**config.mk**
```make
export PLATFORM = sky130hd
export DESIGN_NAME = busarb_ctrl
export DESIGN_NICKNAME = d
export VERILOG_FILES = /design/src/rtl/busarb_pkg.sv /design/src/rtl/busarb_sync.sv /design/src/rtl/busarb_phase.sv /design/src/rtl/busarb_ctrl.sv
export SDC_FILE = /design/constraint.sdc
export NUM_CORES = 1
export LEC_CHECK = 0
export BUFFER_PORTS_ARGS = -buffer_cell sky130_fd_sc_hd__clkbuf_2
export CAP_MARGIN = 20
export CORE_AREA = 3 3 40 42
export DETAILED_ROUTE_END_ITERATION = 8
export DIE_AREA = 0 0 43 45
export GPL_TIMING_DRIVEN = 0
export MAX_ROUTING_LAYER = met4
export PLACE_DENSITY_LB_ADDON = 0.15
export SYNTH_ARGS = -nofsm -noshare
export SYNTH_HDL_FRONTEND = slang
export SYNTH_SLANG_ARGS = --single-unit
```
**constraint.sdc**
```tcl
create_clock -name clk -period 4.5 [get_ports clk]
set_clock_uncertainty 0.15 [all_clocks]
set_input_delay 0.9 -clock clk [delete_from_list [all_inputs] [get_ports clk]]
set_output_delay 0.9 -clock clk [all_outputs]
set_load 0.005 [all_outputs]
```
**src/rtl/busarb_pkg.sv**
```systemverilog
package busarb_pkg;
   // Arbitration states. OWN is slave home, IDLE is master home.
   typedef enum logic [2:0] {
      ARB_OWN  = 3'd0,
      ARB_REL  = 3'd1,
      ARB_IDLE = 3'd2,
      ARB_WAIT = 3'd3,
      ARB_ACC  = 3'd4
   } arb_state_e;
endpackage

```
**src/rtl/busarb_sync.sv**
```systemverilog
module busarb_sync #(
   parameter int WIDTH  = 3,
   parameter int STAGES = 2
) (
   input  logic             clk,
   input  logic             rst_n,
   input  logic [WIDTH-1:0] d,
   output logic [WIDTH-1:0] q
);
   if (STAGES < 2) begin : g_bad_stages
      $error("busarb_sync: STAGES must be at least 2");
   end
   if (WIDTH < 1) begin : g_bad_width
      $error("busarb_sync: WIDTH must be at least 1");
   end

   logic [STAGES-1:0][WIDTH-1:0] chain;

   always_ff @(posedge clk or negedge rst_n) begin
      if (!rst_n) chain <= '0;
      else        chain <= {chain[STAGES-2:0], d};
   end

   assign q = chain[STAGES-1];
endmodule

```
**src/rtl/busarb_phase.sv**
```systemverilog
module busarb_phase #(
   parameter  int NUM_PHASES = 4,
   localparam int PW         = (NUM_PHASES > 1) ? $clog2(NUM_PHASES) : 1
) (
   input  logic          clk,
   input  logic          rst_n,
   input  logic          run,
   output logic [PW-1:0] phase,
   output logic          last
);
   if (NUM_PHASES < 2) begin : g_bad_phases
      $error("busarb_phase: NUM_PHASES must be at least 2");
   end

   localparam logic [PW-1:0] LAST_IDX = PW'(NUM_PHASES - 1);

   assign last = run && (phase == LAST_IDX);

   always_ff @(posedge clk or negedge rst_n) begin
      if (!rst_n)            phase <= '0;
      else if (!run || last) phase <= '0;
      else                   phase <= phase + 1'b1;
   end
endmodule

```
**src/rtl/busarb_ctrl.sv**
```systemverilog
module busarb_ctrl
   import busarb_pkg::*;
#(
   parameter  int NUM_PHASES  = 4,
   parameter  int SYNC_STAGES = 2,
   parameter  int NUM_STROBES = 5,
   localparam int PHASE_W     = (NUM_PHASES > 1) ? $clog2(NUM_PHASES) : 1
) (
   input  logic                   clk,
   input  logic                   rst_n,
   input  logic                   master_mode,
   input  logic                   req_hold,
   input  logic                   core_req,
   input  logic                   core_prog,
   input  logic                   core_rmw,
   input  logic                   req_in,
   output logic                   req_out,
   output logic                   req_oe,
   input  logic                   gnt_in,
   output logic                   gnt_out,
   output logic                   gnt_oe,
   input  logic                   busy_in,
   output logic                   busy_out,
   output logic [NUM_STROBES-1:0] strobe_oe,
   output logic                   wait_st,
   output logic                   acc_active,
   output logic [PHASE_W-1:0]     acc_phase,
   output logic                   acc_done
);
   if (NUM_STROBES < 1) begin : g_bad_strobes
      $error("busarb_ctrl: NUM_STROBES must be at least 1");
   end

   // ---------------- input synchronizer ----------------
   logic [2:0] pins_s;
   logic       br_s, bg_s, bb_s, bus_free;

   busarb_sync #(.WIDTH(3), .STAGES(SYNC_STAGES)) u_sync (
      .clk   (clk),
      .rst_n (rst_n),
      .d     ({busy_in, gnt_in, req_in}),
      .q     (pins_s)
   );

   assign br_s     = pins_s[0];
   assign bg_s     = pins_s[1];
   assign bb_s     = pins_s[2];
   assign bus_free = bg_s && !bb_s;

   // ---------------- phase sequencer ----------------
   arb_state_e state, state_n;
   logic       last_ph;

   busarb_phase #(.NUM_PHASES(NUM_PHASES)) u_phase (
      .clk   (clk),
      .rst_n (rst_n),
      .run   (state == ARB_ACC),
      .phase (acc_phase),
      .last  (last_ph)
   );

   // ---------------- arbitration state machine ----------------
   logic slave_yield;
   assign slave_yield = br_s && !core_rmw;

   always_comb begin
      state_n = state;
      unique case (state)
         ARB_OWN:  if (master_mode)        state_n = ARB_IDLE;
                   else if (slave_yield)   state_n = ARB_REL;
                   else if (core_req)      state_n = ARB_ACC;
         ARB_REL:  if (!br_s && !bb_s)     state_n = ARB_OWN;
         ARB_IDLE: if (!master_mode)       state_n = ARB_OWN;
                   else if (core_req)      state_n = bus_free ? ARB_ACC : ARB_WAIT;
         ARB_WAIT: if (!master_mode)       state_n = ARB_OWN;
                   else if (bus_free)      state_n = ARB_ACC;
         ARB_ACC:  if (last_ph)            state_n = master_mode ? ARB_IDLE : ARB_OWN;
         default:                          state_n = ARB_OWN;
      endcase
   end

   // Request pin level for the next cycle (master mode only).
   logic br_q, br_n, prog_q;

   always_comb begin
      if (!master_mode)            br_n = 1'b0;
      else if (state == ARB_ACC)   br_n = last_ph ? (req_hold || core_rmw || !prog_q) : 1'b1;
      else                         br_n = req_hold || core_rmw || core_req;
   end

   always_ff @(posedge clk or negedge rst_n) begin
      if (!rst_n) begin
         state  <= ARB_OWN;
         br_q   <= 1'b0;
         prog_q <= 1'b0;
      end else begin
         state <= state_n;
         br_q  <= br_n;
         if (state != ARB_ACC && state_n == ARB_ACC) prog_q <= core_prog;
      end
   end

   // ---------------- outputs ----------------
   logic owns, acc_ok;
   assign owns = (state == ARB_OWN) || (state == ARB_ACC);

   assign acc_ok = (state == ARB_ACC)
                || (state == ARB_OWN && !master_mode && !slave_yield)
                || ((state == ARB_IDLE || state == ARB_WAIT) && master_mode && bus_free);

   assign req_out    = br_q;
   assign req_oe     = master_mode;
   assign gnt_out    = (state == ARB_REL);
   assign gnt_oe     = !master_mode;
   assign busy_out   = owns;
   assign strobe_oe  = {NUM_STROBES{owns}};
   assign wait_st    = core_req && !acc_ok;
   assign acc_active = (state == ARB_ACC);
   assign acc_done   = last_ph;

   // ---------------- assertions ----------------
   a_r2_grant_follows_req: assert property (@(posedge clk) disable iff (!rst_n)
      $rose(gnt_out) |-> $past(br_s));

   a_r5_rmw_blocks_release: assert property (@(posedge clk) disable iff (!rst_n)
      (state == ARB_OWN && core_rmw) |=> (state != ARB_REL));

   a_r6_stay_released: assert property (@(posedge clk) disable iff (!rst_n)
      (state == ARB_REL && (br_s || bb_s)) |=> gnt_out);

   a_r7_phase_advance: assert property (@(posedge clk) disable iff (!rst_n)
      (acc_active && !acc_done) |=> (acc_active && acc_phase == PHASE_W'($past(acc_phase) + 1'b1)));

   a_r9_start_needs_grant: assert property (@(posedge clk) disable iff (!rst_n)
      ($rose(acc_active) && $past(master_mode)) |-> $past(bg_s && !bb_s));

   a_r11_program_toggle: assert property (@(posedge clk) disable iff (!rst_n)
      (master_mode && acc_done && prog_q && !req_hold && !core_rmw) |=> !req_out);

   a_r12_slave_no_req: assert property (@(posedge clk) disable iff (!rst_n)
      (!master_mode && !$past(master_mode)) |-> !req_out);
endmodule

```
# After elaboration in Yosys (flattened, before gate mapping)
# Cells that the tools add are included.
dict set report totals {
  register_bits 13
  input_bits 10
}
dict set report op_classes {
  addsub 1
  mux 16
  reduce_logical 27
  eq_ne 7
}
# cell n
set op_table {}
lappend op_table {{two-way mux 3 bit} 10}
lappend op_table {{one-hot mux 3 bit (5 select lines)} 1}
lappend op_table {{logical AND 1 bit} 10}
lappend op_table {{logical NOT 1 bit} 8}
lappend op_table {{logical OR 1 bit} 8}
lappend op_table {{equality test 3 x 2 -> 1 bit (second input constant)} 2}
lappend op_table {{equality test 3 bit (second input constant)} 2}
lappend op_table {{two-way mux 2 bit} 2}
lappend op_table {{equality test 3 x 1 -> 1 bit (second input constant)} 1}
lappend op_table {{logical NOT 3 bit} 1}
lappend op_table {{two-way mux 1 bit} 3}
lappend op_table {{!= test 3 bit (second input constant)} 1}
lappend op_table {{adder 2 x 1 -> 2 bit (second input constant)} 1}
lappend op_table {{equality test 2 bit (second input constant)} 1}

# Depth between registers and ports, before layout
dict set report depth {
  word_depth 8
  mapped_depth 6
  mapped_depth_nobuf 5
}

# By module
# Synthesis repeated with hierarchy kept, for this count alone.
dict set report hier_totals {
  cells_unflattened 60
  area_unflattened_um2 633.1
}
# mod cells_each area_per_inst_um2 seq_area_each_um2 instances
set modules_own_cells {}
lappend modules_own_cells {busarb_ctrl 45 369.1 125.1 1}
lappend modules_own_cells {busarb_sync 9 172.7 150.1 1}
lappend modules_own_cells {busarb_phase 6 91.3 50.0 1}

# Worst setup path before layout
# OpenSTA, ideal clock, no wires.
dict set report synth_timing {
  path_kind {input to output}
  start {input core_rmw}
  end {output wait_st}
  t_required_ns 3.450
  arrival_ns 1.362
  stages 4
  slack_ns 2.088
  cell_sequence {inv_1 > a21oi_1 > o21ai_0 > and3_1}
}
dict set report synth_via {
  elab_chain_len 8
}
# item line
set synth_lines {}
lappend synth_lines {{from (decl)} busarb_ctrl.sv:15} ;# input logic core_rmw,
lappend synth_lines {{logical NOT 1 bit} busarb_ctrl.sv:64} ;# assign slave_yield = br_s && !core_rmw;
lappend synth_lines {{logical AND 1 bit} busarb_ctrl.sv:64}
lappend synth_lines {{logical NOT 1 bit} busarb_ctrl.sv:108} ;# || (state == ARB_OWN && !master_mode && !slave_yield)
lappend synth_lines {{logical AND 1 bit} busarb_ctrl.sv:108}
lappend synth_lines {{logical OR 1 bit} busarb_ctrl.sv:108}
lappend synth_lines {{logical OR 1 bit} busarb_ctrl.sv:109} ;# || ((state == ARB_IDLE || state == ARB_WAIT) && master_mode && bus_free);
lappend synth_lines {{logical NOT 1 bit} busarb_ctrl.sv:117} ;# assign wait_st = core_req && !acc_ok;
lappend synth_lines {{logical AND 1 bit} busarb_ctrl.sv:117}
lappend synth_lines {{to (decl)} busarb_ctrl.sv:25} ;# output logic wait_st,
# No other way between the ends.

# Final worst setup path
dict set report layout_timing {
  start {register state[1]}
  end {output wait_st}
}
dict set report layout_via {
  elab_chain_len 7
  elab_cells_between_ends 13
}
# item line
set layout_lines {}
lappend layout_lines {{from (decl)} busarb_ctrl.sv:51} ;# arb_state_e state, state_n;
lappend layout_lines {{from (signal assigned)} busarb_ctrl.sv:97} ;# state <= state_n;
lappend layout_lines {{equality test 3 x 2 -> 1 bit or logical NOT 3 bit (tied branches)} {busarb_ctrl.sv:109, busarb_ctrl.sv:108}}
lappend layout_lines {{logical OR 1 bit or logical AND 1 bit (tied branches)} {busarb_ctrl.sv:109, busarb_ctrl.sv:108}}
lappend layout_lines {{logical AND 1 bit (on tied branches)} {busarb_ctrl.sv:109, busarb_ctrl.sv:108}}
lappend layout_lines {{logical AND 1 bit or logical OR 1 bit (tied branches)} {busarb_ctrl.sv:109, busarb_ctrl.sv:108}}
lappend layout_lines {{logical OR 1 bit *} busarb_ctrl.sv:109}
lappend layout_lines {{logical NOT 1 bit *} busarb_ctrl.sv:117}
lappend layout_lines {{logical AND 1 bit *} busarb_ctrl.sv:117}
# Every way passes the cells marked *; elsewhere a longest branch is shown, timed or not.

==> results.rst <==
.. list-table::
   :header-rows: 1

   * - Metric
     - Value
   * - Top fanout value on the critical path
     - 10
   * - FILL cells
     - 120
   * - Post-route setup TNS
     - 0 ns
   * - Area enclosed by the die boundary
     - around 0.0019 mm^2
   * - Clock-pin slew on the worst setup and hold paths
     - 0.07 ns
   * - Hold Crit Start
     - u_sync.chain[1]$_DFF_PN0_
   * - M1 GR Usage
     - between 10% and 20%
   * - Min Tclk post-route
     - roughly 2.7 ns
   * - Clock Sinks
     - 13
   * - Half-perimeter wire length after placement
     - around 900 um
   * - Final net count
     - 96
   * - Worst slew pin tran
     - 0.532 ns
   * - Setup Buffers After CTS
     - 0
   * - Mean area per synthesized cell
     - roughly 11 um^2
   * - R2R Setup Slk
     - between 2 and 3 ns
   * - WL per Instance
     - 11.7 um
   * - Detailed Route Iter0 Violations
     - 12
   * - Finish-stage setup viols
     - 0
   * - Die Y
     - 45 um
   * - Multiplexer share of the synthesized area
     - roughly 2.4%
   * - TritonCTS clock tree
     - yes
   * - Number of placed I/O pins
     - 25
   * - Unique masters post-synth
     - 23
   * - Detail Route Antenna Nets
     - 0
   * - Static Leak
     - between 0.4 and 0.5 nW
   * - Synth-to-Final Area Change
     - 26.7%
   * - Total grt overflow
     - 0
   * - Simple-gate portion of the synthesized area
     - between 10% and 20%
   * - Main combinational cell family by area after synthesis
     - compound AO/OA/AOI/OAI gates
   * - Required time at the endpoint of the critical path
     - 3.45 ns
   * - Instance count of the mapped netlist
     - between 50 and 60
   * - Total number of vias
     - between 400 and 500
   * - Global-route wire length before repair
     - just under 2000 um
   * - Commonest non-fill, non-tap cell in the layout
     - sky130_fd_sc_hd__clkbuf_2
   * - Synthesized netlist net count
     - 67
   * - Class of the worst hold path
     - reg -> reg
   * - Cell Area, Synth
     - a little over 600 um^2
   * - Met2 track utilization from global routing
     - 24.3%
   * - Total GRT Usage
     - 14.7%
   * - Initial Util
     - between 40 and 50%
   * - Fraction of the yosys area taken by sequential cells
     - 52.5%
   * - Clock buffers created by TritonCTS
     - 3
   * - Worst setup slack after placement
     - approximately 1.8 ns
   * - Number of buffers inserted for hold repair after clock tree synthesis
     - 0
   * - Largest net degree at the start of global routing
     - 14
   * - Peak Freq
     - 0.368 GHz
   * - PD cells
     - around 570 mW/mm^2
   * - Row count
     - 13
   * - Number of maximum-capacitance constraint violations
     - 0
   * - Fraction of the cycle the final worst path needs
     - about 60%
   * - Result of the run
     - finished, final reports clean
   * - Most utilized layer in the global route result
     - met2
   * - Worst path arrival time
     - about 1.7 ns
   * - Sort of element at the end of the critical path
     - output port
   * - RSZ-0062 raised after global routing
     - no
   * - Synthesized-area fraction occupied by xor and xnor cells
     - 0%
   * - Number of antenna violations at the first check in global routing
     - 0
   * - Start of the worst register-to-register path
     - state[2]$_DFF_PN0_
   * - Relative max-transition margin
     - between 60% and 70%
   * - Share of final-layout standard cells stronger than drive strength 1
     - between 40% and 50%
   * - Fraction of synthesized cell area taken by the top area cell type
     - between 50% and 60%
   * - CTS Root Buffer Type
     - sky130_fd_sc_hd__clkbuf_4
   * - Later-pin clock latency in the skew report
     - about 0.27 ns
   * - Die width
     - about 43 um
   * - Pre-Repair DR Iteration Count
     - 3
   * - Buffer levels on the longest clock path
     - 2
   * - Sum of internal, switching and leakage power
     - approximately 0.45 mW
   * - Ys Warns
     - 0
   * - Post-synth top area cell
     - sky130_fd_sc_hd__dfrtp_1
   * - Compound-cell area share of the yosys netlist
     - between 10% and 20%
   * - Floorplan Core Area
     - about 0.0013 mm^2
   * - Final hold violation count
     - 0
   * - Crit path setup slack, layout
     - between 1.5 and 2 ns
   * - Largest voltage drop on the vdd net
     - 0.000338 V
   * - CTS H-tree lvls
     - 1
   * - Capture endpoint of the worst hold path
     - u_sync.q[1]$_DFF_PN0_
   * - ANT cells
     - 0
   * - Count of instances resized after the clock tree is built
     - 0
   * - IO Port Bufs
     - 24
   * - Total routed wirelength
     - approximately 1200 um
   * - Crit Path Category
     - reg -> out
   * - Number of remaining DRC errors
     - 0
   * - Number of global-route vias before repair
     - about 480
   * - Reg2reg path depth
     - 5
   * - Adder and majority gate portion of the synthesized area
     - around 2.0%
   * - Most frequent cells in the layout
     - sky130_fd_sc_hd__clkbuf_2 (24), sky130_fd_sc_hd__dfrtp_1 (13), sky130_fd_sc_hd__buf_4 (6), sky130_fd_sc_hd__a21oi_1 (5), sky130_fd_sc_hd__inv_1 (4)
   * - Global-route track usage on met3
     - 2.79%
   * - Placer Congestion
     - approximately 0.75
   * - Flops & latches, synth
     - 13
   * - Top area cells in the synthesized netlist
     - sky130_fd_sc_hd__dfrtp_1 (53%), sky130_fd_sc_hd__buf_4 (7.3%), sky130_fd_sc_hd__a21oi_1 (4.0%), sky130_fd_sc_hd__buf_6 (3.6%), sky130_fd_sc_hd__a2bb2o_4 (3.2%)
   * - Endpoint of the worst-slack reg-to-reg timing path
     - prog_q$_DFFE_PN0P_
   * - Startpoint class of the critical path
     - flip-flop
   * - Detail-routed via count per cell
     - 4.98
   * - Final Max Tran Viols
     - 0
   * - Hold path depth
     - 0
Yosys cell counts, drive strengths merged:
master / number
nor2b: 1
nand4: 1
o21ai: 3
or3: 1
nor2: 3
nand2: 2
nor3b: 2
mux2: 1
inv: 4
nand4b: 1
o32a: 1
a21oi: 5
nor3: 3
buf: 8
a211o: 1
dfrtp: 13
ha: 1
o21a: 2
a2bb2o: 1
and3: 2
stage by stage:
step	instance area (um^2)	instances	util, %	hold WS (ns)
2_1_floorplan	619	56	-	0.181
5_1_grt	785	99	61.1	0.216
4_1_cts	785	99	61.1	0.203
3_3_place_gp	758	95	59.0	0.182
6_report	785	99	61.1	0.199
3_5_place_dp	758	95	59.0	0.186
how the worst max path moves through the flow:
| stage | from | to | slack [ns] |
|---|---|---|---|
| floorplan | core_rmw | wait_st | 2.09 |
| global placement | core_rmw | wait_st | 1.86 |
| detailed placement | core_rmw | wait_st | 1.83 |
| CTS | state[1]$_DFF_PN0_ | wait_st | 1.75 |
| global route | state[1]$_DFF_PN0_ | wait_st | 1.57 |
| finish | state[1]$_DFF_PN0_ | wait_st | 1.78 |
cell families (layout without fill, tap and decap cells):
family	Yosys count	count (layout)
multiplexers	1	1
buffers and inverters	12	40
AND/OR/NAND/NOR	16	16
adder cells (fa/ha/maj)	1	1
AO/OA/AOI/OAI	13	13
flip-flops	13	13
routing by layer:
layer / part of all wire (%) / wire, um
met2: 46 / 537
met1: 42 / 490
met3: 9.1 / 105
met5: 0 / 0
met4: 1.9 / 22
area by class of cell:
cell class	instances	area, um^2	share of cell area [%]
sequential	13	325	41.5
multi-input combinational	31	211	27.0
timing repair buffer	24	120	15.3
buffer	8	67.6	8.61
clock buffer	4	26.3	3.35
tap	15	18.8	2.39
inverter	4	15.0	1.91
sequential cells by signal, summed over array words and instances (netlist names):
signal / flops
u_sync.chain: 3
u_sync.q: 3
req_out: 1
prog_q: 1
u_phase.phase: 2
state: 3
power by group:
group | leakage (nW) | switching, mW | internal (mW) | total (mW)
Clock | 0.0150 | 0.0338 | 0.0343 | 0.0681
Sequential | 0.160 | 0.0166 | 0.140 | 0.157
Combinational | 0.246 | 0.0930 | 0.129 | 0.222
Total | 0.421 | 0.143 | 0.304 | 0.447
worst max-delay path, cell delays in order, from the launching register on:
cell                       delay [ns]
sky130_fd_sc_hd__dfrtp_1         0.38
sky130_fd_sc_hd__buf_6           0.13
sky130_fd_sc_hd__nor2_1          0.43
sky130_fd_sc_hd__o21ai_0         0.15
sky130_fd_sc_hd__and3_1          0.20
sky130_fd_sc_hd__clkbuf_2        0.10
(Power assumes the default switching activity.)
